File: src/rtl/sdith_pkg.sv
package sdith_pkg;
    localparam int CH = 3;

    typedef enum logic [1:0] {
        DEP_NARROW = 2'd0,
        DEP_WIDE   = 2'd1,
        DEP_RSV2   = 2'd2,
        DEP_RSV3   = 2'd3
    } depth_e;
endpackage

File: src/rtl/sdith_lfsr.sv
module sdith_lfsr #(
    parameter int W   = 28,
    parameter int TAP = 3
) (
    input  logic         clk,
    input  logic         rst_n,
    input  logic         load_i,
    input  logic [W-1:0] load_val_i,
    input  logic         adv_i,
    output logic [W-1:0] state_o
);
    logic [W-1:0] st_d, st_q;

    always_comb begin
        st_d = st_q;
        if (load_i) begin
            // an all-zero state would lock the generator
            st_d = (load_val_i == '0) ? W'(1) : load_val_i;
        end else if (adv_i) begin
            st_d = {st_q[W-2:0], st_q[W-1] ^ st_q[TAP-1]};
        end
    end

    always_ff @(posedge clk or negedge rst_n) begin
        if (!rst_n) st_q <= W'(1);
        else        st_q <= st_d;
    end

    assign state_o = st_q;
endmodule

File: src/rtl/sdith_chan.sv
module sdith_chan #(
    parameter int IN_W     = 12,
    parameter int OUT_W    = 8,
    parameter int NARROW_W = 6
) (
    input  logic [IN_W-1:0]          pix_i,
    input  logic [IN_W-NARROW_W-1:0] raw_i,
    input  logic [IN_W-NARROW_W-1:0] prev_i,
    input  logic                     narrow_i,
    input  logic                     dith_i,
    input  logic                     hipass_i,
    output logic [OUT_W-1:0]         pix_o
);
    localparam int DROP_N = IN_W - NARROW_W;
    localparam int DROP_W = IN_W - OUT_W;

    logic [DROP_N-1:0] mask, cur, pv, nz;
    logic [IN_W:0]     sum;
    logic [IN_W-1:0]   sat;

    always_comb begin
        mask = narrow_i ? {DROP_N{1'b1}} : ({DROP_N{1'b1}} >> (DROP_N - DROP_W));
        cur  = raw_i & mask;
        pv   = prev_i & mask;
        if (hipass_i) nz = (cur >= pv) ? (cur - pv) : '0;
        else          nz = cur;
        if (!dith_i)  nz = '0;
        sum = {1'b0, pix_i} + (IN_W+1)'(nz);
        sat = sum[IN_W] ? {IN_W{1'b1}} : sum[IN_W-1:0];
        pix_o = narrow_i ? OUT_W'(sat >> DROP_N) : OUT_W'(sat >> DROP_W);
    end
endmodule

File: src/rtl/sdith_reducer.sv
module sdith_reducer #(
    parameter int IN_W      = 12,
    parameter int OUT_W     = 8,
    parameter int NARROW_W  = 6,
    parameter int LFSR_W    = 28,
    parameter int TAP_R     = 3,
    parameter int TAP_G     = 9,
    parameter int TAP_B     = 13,
    parameter int FRAME_MAX = 15
) (
    input  logic              clk,
    input  logic              rst_n,
    input  logic [1:0]        cfg_depth,
    input  logic              cfg_dith_en,
    input  logic              cfg_rgb_rand,
    input  logic              cfg_frame_rand,
    input  logic              cfg_hipass,
    input  logic [LFSR_W-1:0] cfg_seed_r,
    input  logic [LFSR_W-1:0] cfg_seed_g,
    input  logic [LFSR_W-1:0] cfg_seed_b,
    input  logic              frame_start,
    input  logic              in_valid,
    output logic              in_ready,
    input  logic [IN_W-1:0]   in_r,
    input  logic [IN_W-1:0]   in_g,
    input  logic [IN_W-1:0]   in_b,
    output logic              out_valid,
    input  logic              out_ready,
    output logic [OUT_W-1:0]  out_r,
    output logic [OUT_W-1:0]  out_g,
    output logic [OUT_W-1:0]  out_b
);
    import sdith_pkg::*;

    localparam int NZ_W  = IN_W - NARROW_W;
    localparam int CNT_W = $clog2(FRAME_MAX + 1);
    localparam int HALF  = CNT_W / 2;

    typedef struct packed {
        logic                     seeded;
        logic [CNT_W-1:0]         fcnt;
        logic [CH-1:0][NZ_W-1:0]  prev;
        logic                     ovalid;
        logic [CH-1:0][OUT_W-1:0] opix;
    } st_t;

    st_t s_d, s_q;

    logic [CH-1:0][IN_W-1:0]   pix_in;
    logic [CH-1:0][LFSR_W-1:0] seeds;
    logic [CH-1:0][LFSR_W-1:0] lfsr_st;
    logic [CH-1:0][NZ_W-1:0]   raw;
    logic [CH-1:0][OUT_W-1:0]  chan_out;
    logic [CNT_W-1:0]          cnt_swap;
    logic [LFSR_W-1:0]         mix;
    logic                      ld_any, accept, narrow, dith;
    depth_e                    dep;

    assign pix_in = {in_b, in_g, in_r};
    assign seeds  = {cfg_seed_b, cfg_seed_g, cfg_seed_r};
    assign dep    = depth_e'(cfg_depth);
    assign narrow = (dep == DEP_NARROW);
    assign dith   = cfg_dith_en && (dep == DEP_NARROW || dep == DEP_WIDE);

    assign in_ready = s_q.seeded && (!s_q.ovalid || out_ready);
    assign accept   = in_valid && in_ready;
    assign ld_any   = !s_q.seeded || (cfg_frame_rand && frame_start);

    // counter halves exchanged before mixing into the seed
    assign cnt_swap = {s_q.fcnt[HALF-1:0], s_q.fcnt[CNT_W-1:HALF]};
    assign mix      = (s_q.seeded && cfg_frame_rand) ? LFSR_W'(cnt_swap) : '0;

    for (genvar i = 0; i < CH; i++) begin : g_ch
        localparam int TAP = (i == 0) ? TAP_R : ((i == 1) ? TAP_G : TAP_B);

        sdith_lfsr #(
            .W   (LFSR_W),
            .TAP (TAP)
        ) u_lfsr (
            .clk        (clk),
            .rst_n      (rst_n),
            .load_i     (ld_any),
            .load_val_i (seeds[i] ^ mix),
            .adv_i      (accept),
            .state_o    (lfsr_st[i])
        );

        assign raw[i] = cfg_rgb_rand ? lfsr_st[i][NZ_W-1:0] : lfsr_st[0][NZ_W-1:0];

        sdith_chan #(
            .IN_W     (IN_W),
            .OUT_W    (OUT_W),
            .NARROW_W (NARROW_W)
        ) u_chan (
            .pix_i    (pix_in[i]),
            .raw_i    (raw[i]),
            .prev_i   (s_q.prev[i]),
            .narrow_i (narrow),
            .dith_i   (dith),
            .hipass_i (cfg_hipass),
            .pix_o    (chan_out[i])
        );
    end

    always_comb begin
        s_d        = s_q;
        s_d.seeded = 1'b1;

        if (!cfg_frame_rand) begin
            s_d.fcnt = '0;
        end else if (s_q.seeded && frame_start) begin
            s_d.fcnt = (s_q.fcnt == CNT_W'(FRAME_MAX)) ? '0 : s_q.fcnt + 1'b1;
        end

        if (accept) begin
            s_d.prev   = raw;
            s_d.ovalid = 1'b1;
            s_d.opix   = chan_out;
        end else if (out_ready) begin
            s_d.ovalid = 1'b0;
        end
    end

    always_ff @(posedge clk or negedge rst_n) begin
        if (!rst_n) s_q <= '0;
        else        s_q <= s_d;
    end

    assign out_valid = s_q.ovalid;
    assign out_r     = s_q.opix[0];
    assign out_g     = s_q.opix[1];
    assign out_b     = s_q.opix[2];
endmodule


File: config.mk
export PLATFORM = sky130hd
export DESIGN_NAME = sdith_reducer
export DESIGN_NICKNAME = d
export VERILOG_FILES = /design/src/rtl/sdith_pkg.sv /design/src/rtl/sdith_lfsr.sv /design/src/rtl/sdith_chan.sv /design/src/rtl/sdith_reducer.sv
export SDC_FILE = /design/constraint.sdc
export NUM_CORES = 1
export LEC_CHECK = 0
export BUFFER_PORTS_ARGS = -buffer_cell sky130_fd_sc_hd__buf_2
export CAP_MARGIN = 0
export CORE_ASPECT_RATIO = 0.9
export CORE_MARGIN = 2
export CORE_UTILIZATION = 60
export DETAILED_ROUTE_END_ITERATION = 10
export HOLD_SLACK_MARGIN = 0.15
export PLACE_DENSITY = 0.87
export SYNTH_ARGS = -nofsm -noshare
export SYNTH_HDL_FRONTEND = slang
export SYNTH_SLANG_ARGS = --single-unit
File: constraint.sdc
create_clock -name clk -period 6.97 [get_ports clk]
set_clock_uncertainty 0.2 [all_clocks]
set_input_delay 1.0455 -clock clk [delete_from_list [all_inputs] [get_ports clk]]
set_output_delay 1.0455 -clock clk [all_outputs]
set_load 0.01 [all_outputs]
==> run metrics <==
Period minus WS final 5.209 ns; Worst R2R Setup Slack roughly 2.2 ns; crit-path cells buf_2 -> mux2i_1 -> ha_1 -> inv_1 -> fa_1 -> a21oi_1 -> o21bai_1 -> and4b_1 -> a21oi_1 -> nor2_1 -> ha_1 -> a211oi_1 -> o211ai_1 -> nor2_1 -> o32ai_4 -> nand3_2 -> o21ai_2 -> o32a_2; Final Slew Violations 0; total power per unit cell area 250.1 mW/mm^2; global-route wire length before repair 35170 um; Slew HR 34.16%; Max stage delay cell, worst path fa_1; Fmax achieved 192.0 MHz; CP arrival about 5.3 ns; slowest stage delay, CP ~0.43 ns; CTS Sinks approximately 130; worst skew pair latency 0.43 ns; layout cell share with drive strength beyond 1 roughly 18%; RR Endpoint out_b[1]; P_leak ~4.4 nW; pre-CTS setup slack around 1.4 ns; Post-Synthesis Cells 1076; total track usage 29.19%; vias post-DR 8086; RSZ-0062 raised after global routing false; Final nets 1336; H-Tree Depth 4; Least-Margin Pin Slew 0.9875 ns; antenna viol nets, final 0; Net Count, Synth 1244; Post-Route WL 21600 um; syn avg cell area between 7 and 8 um^2; max_cap viols 0; DRC 0; clock transition at the registers of the reported paths 0.06 ns; Die W 129.5 um; Hold Crit Endpoint out_g[7]; Finished Layout Cells 1375; post-CTS setup buffer count 0; Buf/Inv on CP 2; hpwl dp 14960 um; Worst Setup SP cfg_rgb_rand; Initial Utilization between 60 and 70%; setup violators final 0; CP endpoint kind register; fin util 70.01%; Post-synth ARST share 100.0%; Initial DRC Count between 600 and 700; Routed WL per cell 15.71 um; Peak VDD IR 0.1854 mV; vias in the first global route 7293; I/O pin cnt 157; DP Cell Count 1342; Worst Reg2Reg Path Length in Cells 17; CP required 7.07 ns; PostCTS Resize Cnt 0; Hold Buf Count CTS 0; Area Growth Syn to Fin 14.89%; number of flops mapped to enable cells by yosys 0; ys flop type dfrtp_1; final hold vios 0; Seq cells post-synth 132; Clock Tree Root clkbuf_16; final period utilization 74.74%; Tot Pwr 2.443 mW; setup ws final 1.761 ns; CTS Buf Count 17; vias per cell 5.881; number of synthesis warnings 0; IO buf count ~160; initial antenna violation count 2; fillers around 1100; hold_sp out_g[7]; Netlist cell types 68; status finished clean; Hold Path Stages 2; CP Max Fanout 17; CORE AREA ~0.014 mm^2; die area between 0.015 and 0.02 mm^2; Initial DRT Pass Iterations 6; GP Congestion 0.8596; CTS tree done; delay-heaviest family, CP compound AO/OA/AOI/OAI gates; largest net degree at the start of global routing 85; final instance area 0.009769 mm^2; Critical Path Start Type input pin; grt ovf 0; Setup CP Type in2reg; Die Height around 120 um; maximum clock path buffer count 2; setup TNS 0 ns; WHS 0.2796 ns; reg2reg start g_ch[0].u_lfsr.state_o[1]; DP Area a little over 0.009 mm^2; Site Rows 41; register area share after synthesis between 30 and 40%; Synth Cell Area 0.008503 mm^2; HP Class reg2reg
## sequential cells by signal (all words and copies together) (netlist names)
name,cells
s_q,19
cnt_swap,4
out_b,8
out_valid,1
g_ch.u_lfsr.state_o,84
out_g,8
out_r,8
## worst max path at each step
| stage | to | slack [ns] | cells after the start |
|---|---|---|---|
| 2_1_floorplan | out_b[1] | 1.85 | 19 |
| 3_3_place_gp | out_b[1] | 1.56 | 18 |
| 3_5_place_dp | out_b[1] | 1.41 | 18 |
| 4_1_cts | out_b[1] | 1.80 | 18 |
| 5_1_grt | out_b[1] | 1.42 | 18 |
| 6_report | out_b[1] | 1.76 | 18 |
## final cells by class
class	count	area (um^2)	area share, %
clock buffers	20	446.7	4.572
repair buffers	162	828.3	8.478
well taps	193	241.5	2.472
clock inverters	12	153.9	1.575
multi-input cells	823	4669	47.80
flip-flops and latches	132	3307	33.85
inverters	32	120.1	1.230
diodes	1	2.502	0.02561
## cell families after synthesis
kind of cell               count (synthesis)  synth area share (%)
other                                      1               0.04410
buffers and inverters                    121                 6.504
DFF                                      132                 38.89
adders and majority gates                 37                 5.709
muxes                                      9                 1.074
AOI/OAI and AO/OA                        267                 20.50
xor gates and xnor gates                  28                 2.884
and+or+nand+nor                          481                 24.40
## cell usage in the layout (no fill, tap or decap), types with 19 or more instances in the layout
| master | netlist | routed |
|---|---|---|
| o21ai_0 | 29 | 29 |
| dfrtp_1 | 129 | 129 |
| nor2_1 | 145 | 144 |
| ha_1 | 34 | 34 |
| inv_1 | 32 | 32 |
| nand2_1 | 222 | 221 |
| a21oi_1 | 65 | 65 |
| xnor2_1 | 19 | 19 |
| buf_2 | 1 | 155 |
| nor4_1 | 22 | 22 |
| a31oi_1 | 92 | 92 |
| nand3_1 | 26 | 26 |
## tightest hold or removal path, delay by kind of cell, from the launching register on
| kind | cells | cell delay [ns] |
|---|---|---|
| AOI/OAI and AO/OA | 1 | 0.06 |
| DFF | 1 | 0.34 |
| and+or+nand+nor | 1 | 0.04 |
## power breakdown
part | total [mW] | switching (mW) | internal [mW]
logic | 0.593 | 0.354 | 0.240
registers | 0.935 | 0.0660 | 0.869
clock network | 0.915 | 0.344 | 0.571
## synth_stat cells, types with 9 or more instances
library cell,number,area (um^2)
nand2_1,222,833.3
nor4_1,22,137.6
xor2_1,9,78.83
ha_1,34,425.4
dfrtp_1,129,3228
a31oi_1,92,575.6
nor2_1,145,544.3
o211ai_1,10,75.07
nand3_1,26,130.1
clkbuf_1,55,206.5
buf_4,24,180.2
nor2b_1,11,68.82
o21ai_0,29,145.1
a21oi_1,65,325.3
nor3_1,11,55.05
and2_1,10,62.56
inv_1,32,120.1
xnor2_1,19,166.4
## routing by layer
layer  track usage, %  share of wire [%]  vias to the layer above
met5                0               0.12                        -
met1            41.07                 45                     3764
met4            8.674                1.9                        4
met3            7.227                7.7                       38
met2            45.26                 46                      322
li1                 -                  -                     3958
Note: power is estimated with default switching activity, not from simulation.
